===== config.mk =====
export PLATFORM = sky130hd
export DESIGN_NAME = tslot_loop_sel
export DESIGN_NICKNAME = d
export VERILOG_FILES = /design/src/rtl/tslot_loop_pkg.sv /design/src/rtl/tsl_frame_counter.sv /design/src/rtl/tsl_mask_regs.sv /design/src/rtl/tsl_src_select.sv /design/src/rtl/tslot_loop_sel.sv
export SDC_FILE = /design/constraint.sdc
export NUM_CORES = 1
export LEC_CHECK = 0
export ABC_AREA = 0
export BUFFER_PORTS_ARGS = -buffer_cell sky130_fd_sc_hd__buf_2
export CORE_AREA = 3 3 81 83
export CTS_BUF_LIST = sky130_fd_sc_hd__clkbuf_2 sky130_fd_sc_hd__clkbuf_4 sky130_fd_sc_hd__clkbuf_8
export DETAILED_ROUTE_END_ITERATION = 10
export DIE_AREA = 0 0 84 86
export PLACE_DENSITY = 0.68
export SETUP_SLACK_MARGIN = 0.5
export SLEW_MARGIN = 20
export SYNTH_ARGS = -nofsm -noshare
export SYNTH_HDL_FRONTEND = slang
export SYNTH_SLANG_ARGS = --single-unit

===== constraint.sdc =====
create_clock -name clk -period 5.2 [get_ports clk]
set_input_delay 1.04 -clock clk [delete_from_list [all_inputs] [get_ports clk]]
set_output_delay 1.04 -clock clk [all_outputs]
set_load 0.1 [all_outputs]

===== src/rtl/tslot_loop_pkg.sv =====
package tslot_loop_pkg;

    // Default frame geometry and register window
    localparam int DEF_SLOTS     = 32;
    localparam int DEF_SLOT_BITS = 8;
    localparam int DEF_REG_W     = 8;
    localparam int DEF_ADDR_W    = 8;
    localparam logic [7:0] DEF_BASE_ADDR = 8'h4B;

    // Which stream feeds the output for the current timeslot
    typedef enum logic {
        SRC_TX = 1'b0,
        SRC_RX = 1'b1
    } src_sel_t;

    // Number of enable registers needed to cover all timeslots
    function automatic int reg_count(input int slots, input int reg_w);
        return (slots + reg_w - 1) / reg_w;
    endfunction

    // Bits in a full frame
    function automatic int frame_bits(input int slots, input int slot_bits);
        return slots * slot_bits;
    endfunction

    // Map a mask bit to a source selection
    function automatic src_sel_t to_src(input logic en);
        return en ? SRC_RX : SRC_TX;
    endfunction

endpackage


===== src/rtl/tsl_frame_counter.sv =====
module tsl_frame_counter #(
    parameter int FRAME_LEN = 256,
    parameter int POS_W     = 8,
    parameter int LANE_W    = 3
) (
    input  logic             clk,
    input  logic             rst,
    input  logic             fsync,
    output logic [POS_W-1:0] pos,
    output logic             slot_start
);

    logic [POS_W-1:0] cnt;

    // The sync pulse marks bit zero of the frame on the cycle it is seen
    assign pos        = fsync ? '0 : cnt;
    assign slot_start = (pos[LANE_W-1:0] == '0);

    always_ff @(posedge clk) begin
        if (rst) begin
            cnt <= '0;
        end else if (pos == POS_W'(FRAME_LEN - 1)) begin
            cnt <= '0;
        end else begin
            cnt <= pos + 1'b1;
        end
    end

endmodule


===== src/rtl/tsl_mask_regs.sv =====
module tsl_mask_regs #(
    parameter int               NREGS     = 4,
    parameter int               REG_W     = 8,
    parameter int               ADDR_W    = 8,
    parameter logic [ADDR_W-1:0] BASE_ADDR = 8'h4B
) (
    input  logic                     clk,
    input  logic                     rst,
    input  logic                     wr_en,
    input  logic [ADDR_W-1:0]        wr_addr,
    input  logic [REG_W-1:0]         wr_data,
    input  logic [ADDR_W-1:0]        rd_addr,
    output logic [REG_W-1:0]         rd_data,
    output logic [NREGS*REG_W-1:0]   mask
);

    logic [REG_W-1:0] bank [NREGS];

    for (genvar g = 0; g < NREGS; g++) begin : g_reg
        localparam logic [ADDR_W-1:0] REG_ADDR = ADDR_W'(BASE_ADDR + g);

        always_ff @(posedge clk) begin
            if (rst) begin
                bank[g] <= '0;
            end else if (wr_en && (wr_addr == REG_ADDR)) begin
                bank[g] <= wr_data;
            end
        end

        // Bit j of register g enables timeslot g*REG_W + j
        assign mask[g*REG_W +: REG_W] = bank[g];
    end

    always_comb begin
        rd_data = '0;
        for (int i = 0; i < NREGS; i++) begin
            if (rd_addr == ADDR_W'(BASE_ADDR + i)) begin
                rd_data = bank[i];
            end
        end
    end

endmodule


===== src/rtl/tsl_src_select.sv =====
module tsl_src_select
    import tslot_loop_pkg::*;
#(
    parameter int SLOTS  = 32,
    parameter int SLOT_W = 5
) (
    input  logic              clk,
    input  logic              rst,
    input  logic              slot_start,
    input  logic [SLOT_W-1:0] slot,
    input  logic [SLOTS-1:0]  mask,
    input  logic              tx_in,
    input  logic              rx_in,
    output src_sel_t          src_now,
    output logic              tx_out
);

    src_sel_t src_held;

    // Sample the mask only on the first bit of a timeslot; hold it for the rest
    assign src_now = slot_start ? to_src(mask[slot]) : src_held;

    always_ff @(posedge clk) begin
        if (rst) begin
            src_held <= SRC_TX;
            tx_out   <= 1'b0;
        end else begin
            src_held <= src_now;
            tx_out   <= (src_now == SRC_RX) ? rx_in : tx_in;
        end
    end

endmodule


===== src/rtl/tslot_loop_sel.sv =====
module tslot_loop_sel
    import tslot_loop_pkg::*;
#(
    parameter int          SLOTS     = DEF_SLOTS,
    parameter int          SLOT_BITS = DEF_SLOT_BITS,
    parameter int          REG_W     = DEF_REG_W,
    parameter int          ADDR_W    = DEF_ADDR_W,
    parameter logic [7:0]  BASE_ADDR = DEF_BASE_ADDR
) (
    input  logic              clk,
    input  logic              rst,
    input  logic              fsync,
    input  logic              tx_in,
    input  logic              rx_in,
    input  logic              wr_en,
    input  logic [ADDR_W-1:0] wr_addr,
    input  logic [REG_W-1:0]  wr_data,
    input  logic [ADDR_W-1:0] rd_addr,
    output logic [REG_W-1:0]  rd_data,
    output logic              tx_out
);

    localparam int NREGS     = reg_count(SLOTS, REG_W);
    localparam int FRAME_LEN = frame_bits(SLOTS, SLOT_BITS);
    localparam int POS_W     = $clog2(FRAME_LEN);
    localparam int LANE_W    = $clog2(SLOT_BITS);
    localparam int SLOT_W    = POS_W - LANE_W;

    logic [POS_W-1:0]       pos;
    logic                   slot_start;
    logic [NREGS*REG_W-1:0] mask_all;
    src_sel_t               src_now;

    tsl_frame_counter #(
        .FRAME_LEN (FRAME_LEN),
        .POS_W     (POS_W),
        .LANE_W    (LANE_W)
    ) u_cnt (
        .clk        (clk),
        .rst        (rst),
        .fsync      (fsync),
        .pos        (pos),
        .slot_start (slot_start)
    );

    tsl_mask_regs #(
        .NREGS     (NREGS),
        .REG_W     (REG_W),
        .ADDR_W    (ADDR_W),
        .BASE_ADDR (ADDR_W'(BASE_ADDR))
    ) u_regs (
        .clk     (clk),
        .rst     (rst),
        .wr_en   (wr_en),
        .wr_addr (wr_addr),
        .wr_data (wr_data),
        .rd_addr (rd_addr),
        .rd_data (rd_data),
        .mask    (mask_all)
    );

    tsl_src_select #(
        .SLOTS  (SLOTS),
        .SLOT_W (SLOT_W)
    ) u_sel (
        .clk        (clk),
        .rst        (rst),
        .slot_start (slot_start),
        .slot       (pos[POS_W-1:LANE_W]),
        .mask       (mask_all[SLOTS-1:0]),
        .tx_in      (tx_in),
        .rx_in      (rx_in),
        .src_now    (src_now),
        .tx_out     (tx_out)
    );

endmodule


=== After elaboration in Yosys (flattened, before gate mapping) ===
Memory sizes are Yosys's and may differ from the RTL's.
Index checks and enable logic that the tools add are counted.

* Memory bits (writable): 32
* Input port bits: 30
* Output and inout bits: 9
* Memory bits (read-only): 0
* Memories kept: 1
* Word-level logic and storage cells: 53
* Bits in latches: 0
* Flip-flop bits (word level): 10

* Shift operators: 0
* Muxes and demuxes: 28
* Div/mod/pow operators: 0
* Reductions and logical operators: 6
* Equality and inequality tests: 9
* $lt $le $gt $ge: 1
* Add/sub/neg operators: 1
* Bitwise logic cells: 4
* Multipliers: 0

{| class="wikitable"
|+ Memories
! memory !! words !! bits a word !! rd ports !! clocked after Yosys merged registers in !! write ports !! RTL line !! text
|-
| u_regs.bank || 4 || 8 || 4 || 0 || 4 || tsl_mask_regs.sv:17 || <nowiki>logic [REG_W-1:0] bank [NREGS];</nowiki>
|}

{| class="wikitable"
|+ Operators by type and width
! operator !! number
|-
| 8-bit 2-to-1 mux || 9
|-
| 8-bit by 7-bit == test with 1-bit output, second input constant || 8
|-
| 1-bit 2-to-1 mux || 18
|-
| 8-bit by 1-bit adder with 8-bit output, second input constant || 1
|-
| 8-bit == test, second input constant || 1
|-
| 5-bit by 6-bit < comparator with 1-bit output, second input constant || 1
|-
| 1-bit binary-select mux with 5-bit select || 1
|-
| 1-bit logical AND || 4
|-
| 1-bit OR || 4
|-
| 3-bit logical NOT || 1
|-
| 2-bit OR reduction || 1
|}

=== Longest topological paths before layout ===
* Depth in word-level cells: 6
* Depth in mapped cells: 10

=== By module ===
A second synthesis with hierarchy kept.

* Cell total of the unflattened synthesis: 246
* Area total of the unflattened synthesis: 2696.3 sq um

{| class="wikitable"
|+ Modules (own cells, without submodules)
! module !! cells an instance !! area each (sq um) !! instances
|-
| tsl_mask_regs || 137 || 1779.2 || 1
|-
| tsl_frame_counter || 53 || 475.5 || 1
|-
| tsl_src_select || 56 || 441.7 || 1
|}

=== Least setup slack after synthesis ===
OpenSTA, ideal clock, no wires.

* Path type: in2out
* From: input rd_addr[5]
* To: output rd_data[4]
* Path slack: 0.407 ns
* Stages on the path: 3
* Data arrival time: 3.753 ns
* Path buffers: 0
* Cell sequence: nor4_1 nand3b_1 o21ai_0

* Word-level cells in the longest chain between the ends: 5
* Elaborated cells on any way between the ends: 8
* Classes of those cells: eq/ne (4); mux (4)

{| class="wikitable"
|+ RTL lines
! element !! RTL line !! text
|-
| start: declaration || tslot_loop_sel.sv:18 || <nowiki>input logic [ADDR_W-1:0] rd_addr,</nowiki>
|-
| 8-bit by 7-bit == test with 1-bit output || tsl_mask_regs.sv:37 || <nowiki>if (rd_addr == ADDR_W'(BASE_ADDR + i)) begin</nowiki>
|-
| 8-bit 2-to-1 mux (3 in series) || tsl_mask_regs.sv:37 ||
|-
| 8-bit 2-to-1 mux * || tsl_mask_regs.sv:37 ||
|-
| end: declaration || tslot_loop_sel.sv:19 || <nowiki>output logic [REG_W-1:0] rd_data,</nowiki>
|}

Mark *: on every way between the ends. The rest lies on a longest branch, timed or not.

=== Worst setup path after layout ===
* From: input rd_addr[5]
* To: output rd_data[7]

Same word-level chain as after synthesis.

==> results.ini <==
[finish]
stdcell_area_um2 = 2680
diodes = 0
syn2layout_area_growth_pct = 15.5
drive_above_1_share = 0.215
fin_nets = 292

[detailed_routing]
wl_per_cell_um = 15.5
vias = 1775
drt_wl_total_mm = 5.21
antenna_left = 0
drc = 0
viasPerCell = 5.28
drtIter0Drc = 143
dr.pass1.iters = 4

[timing]
slew_headroom = 0.409
skew_ps = 3.06
tns_ps = 0
final-setup-viol-count = 0
post-route-period-util = 0.774
slew_viol_final = 0
tightest_slew_ps = 886
max_freq_ghz = 0.248
rsz0062_at_grt = no
hold_viol = 0
period_minus_slack_ps = 4030

[place]
place_area_um2 = 2560
place.gp.congestion = 0.847
dp_hpwl_mm = 4.05
port_buffers = 38

[worst_setup_path]
critPathArrivalTime_ps = 2990
worstPathBufferInverterCount = 2
crit_path_frequent_cell = buf_2
worstSetupEndpointType = output port
r2r_cells = 5
cpLargestDelayFamily = simple AND/OR/NAND/NOR gates
cp_slowest_stage_delay_ps = 480
start_kind = primary input
crit_type = in -> out
crit_fanout = 8
reg2reg_from = u_cnt.cnt[3]
crit_slowest_cell = nor3b_2
crit_chain = buf_2 > nor4_1 > nand2_1 > nor3b_2 > a22oi_1 > a21oi_1 > buf_2
timing.rr.end = u_sel.tx_out
worstPathRequired_ps = 4160
r2r_slack_ps = 2940

[cts]
root_buffer = clkbuf_8
insertion_delay_ps = 290
cts_max_level = 2
cts_hold_buf = 0
cts_buffer_depth = 2
cts_setup_buffers = 0
cts_buffers = 5
clkTransAtPathRegs_ps = 80
cts.sinks = 42
cts_tree = yes
post_cts_resized = 0

[logic_synthesis]
avgSynthCellArea_um2 = 10.5
post-synth-top-area-cell = edfxtp_1
ys_ff_latch = 42
synth_fp_nets = 253
seq_area_frac_synth = 0.501
synth_cell_types = 44
synth_top_area_frac = 0.414
synthTopCellsByArea = edfxtp_1 (41%), and2_1 (8.6%), dfxtp_1 (8.6%)
synth_area_um2 = 2320
syn_inst = 221
ys_warn_count = 0

[floorplan]
die_x_um = 84
die_area_um2 = 7220
row_count = 28
io_pins = 39
die_h_um = 86
core_area_um2 = 5920
start_util = 0.392

[outcome]
status = finished, final reports clean

[power]
p_per_area_nw_per_um2 = 263
vdd_drop_max_mv = 0.139
p_leak_nw = 1.01

[worst_hold_path]
hold_path_end = u_cnt.cnt[0]
hold_path_startpoint = u_cnt.cnt[0]
holdPathStages = 3
hp-class = reg -> reg

[job]
cap_viol_max_count = 0

[global_routing]
grt_pass1_vias = 1764
grt-ovfl-total = 0
grt_max_degree = 23
grt_usage = 0.151
grt_pass1_wl_mm = 8.57
antenna_found_initial = 0

[kinds of logic (layout without fill, tap and decap cells)]
logic type / after synthesis / count (layout) / synth area share
AOI/OAI and AO/OA: 39 / 39 / 0.121
xor gates and xnor gates: 5 / 5 / 0.0189
adders and majority gates: 2 / 2 / 0.0108
buffers and inverters: 13 / 53 / 0.0297
DFF: 42 / 42 / 0.501
muxes: 15 / 15 / 0.0701
and+or+nand+nor: 105 / 105 / 0.249
[worst max-delay path by stage]
stage,startpoint,slack (ps),end,cells after the start
CTS,rd_addr[5],1190,rd_data[7],7
global route,rd_addr[5],1000,rd_data[6],7
floorplan,rd_addr[5],410,rd_data[4],3
finish,rd_addr[5],1170,rd_data[7],7
global placement,rd_addr[5],1230,rd_data[0],7
detailed placement,rd_addr[5],1190,rd_data[7],7
[tightest hold or removal path, stage by stage (launching register included)]
cell and delay (ps):
dfxtp_1 330, nand2_1 90, inv_1 80, nor2_1 50
[report_power, final]
part           leakage [nW]  internal, mW  switching (mW)
clock                0.0548         0.148           0.113
sequential            0.385         0.375          0.0102
combinational         0.574        0.0207          0.0365
total                  1.01         0.544           0.160
[state kept, by name, indices dropped and copies added, names as in the netlist]
signal / cells
u_cnt.cnt: 8
u_regs.bank: 32
u_sel.src_held: 1
u_sel.tx_out: 1
[cells in the mapped netlist, drive strengths merged]
| master | instances |
|---|---|
| a221oi | 4 |
| or2 | 2 |
| and3b | 1 |
| nand2b | 3 |
| mux2i | 14 |
| o21ai | 11 |
| xor2 | 2 |
| o21ba | 1 |
| or2b | 1 |
| clkbuf | 1 |
| inv | 6 |
| nor4b | 1 |
| nand2 | 14 |
| a22oi | 5 |
| a31oi | 2 |
| nand3b | 1 |
| o31ai | 2 |
| dfxtp | 10 |
| a21oi | 6 |
| o21bai | 1 |
| nor3b | 3 |
| xnor2 | 3 |
| nand4 | 1 |
| nor4 | 2 |
| nor3 | 8 |
| and2 | 32 |
| o22ai | 3 |
| edfxtp | 32 |
| nand3 | 11 |
| ha | 2 |
| and3 | 3 |
| or4 | 1 |
| nor2 | 20 |
| a221o | 4 |
| mux4 | 1 |
| and2b | 1 |
| buf | 6 |
[cell type report]
type                            instances  area [µm²]
Multi-Input combinational cell        166        1090
Clock inverter                          2        37.5
Tap cell                               75        93.8
Inverter                                6        22.5
Clock buffer                            6        76.3
Fill cell                             564        3240
Timing Repair Buffer                   39         198
Sequential cell                        42        1160
[per-layer routing]
| layer | share of wire | vias up | global-route usage |
|---|---|---|---|
| met1 | 0.43 | 837 | 0.178 |
| li1 | - | 886 | - |
| met3 | 0.027 | 11 | 0.0211 |
| met2 | 0.52 | 41 | 0.273 |
| met5 | 0 | - | 0 |
| met4 | 0.025 | 0 | 0.0716 |
[stage by stage]
stage	instances	hold WS, ps	utilization	total power [mW]	setup WS, ps
2_1_floorplan	221	511	-	0.422	407
5_1_grt	336	617	0.452	0.733	1000
4_1_cts	336	587	0.452	0.709	1190
3_5_place_dp	328	567	0.433	0.450	1190
6_report	336	582	0.452	0.704	1170
3_3_place_gp	328	530	0.433	0.449	1230
[cell usage in the layout (no fill, tap or decap), types with 3 or more instances in the layout]
master / instances
edfxtp_1: 32
nor3_1: 8
a21oi_1: 6
mux2i_1: 14
a22oi_1: 5
and3_1: 3
nand3_1: 11
o22ai_1: 3
dfxtp_1: 10
clkbuf_8: 5
a221o_1: 4
xnor2_1: 3
nand2b_1: 3
o21ai_0: 8
nor2_1: 20
inv_1: 6
o21ai_1: 3
buf_2: 38
nand2_1: 14
and2_1: 32
Note: power is estimated with default switching activity, not from simulation.
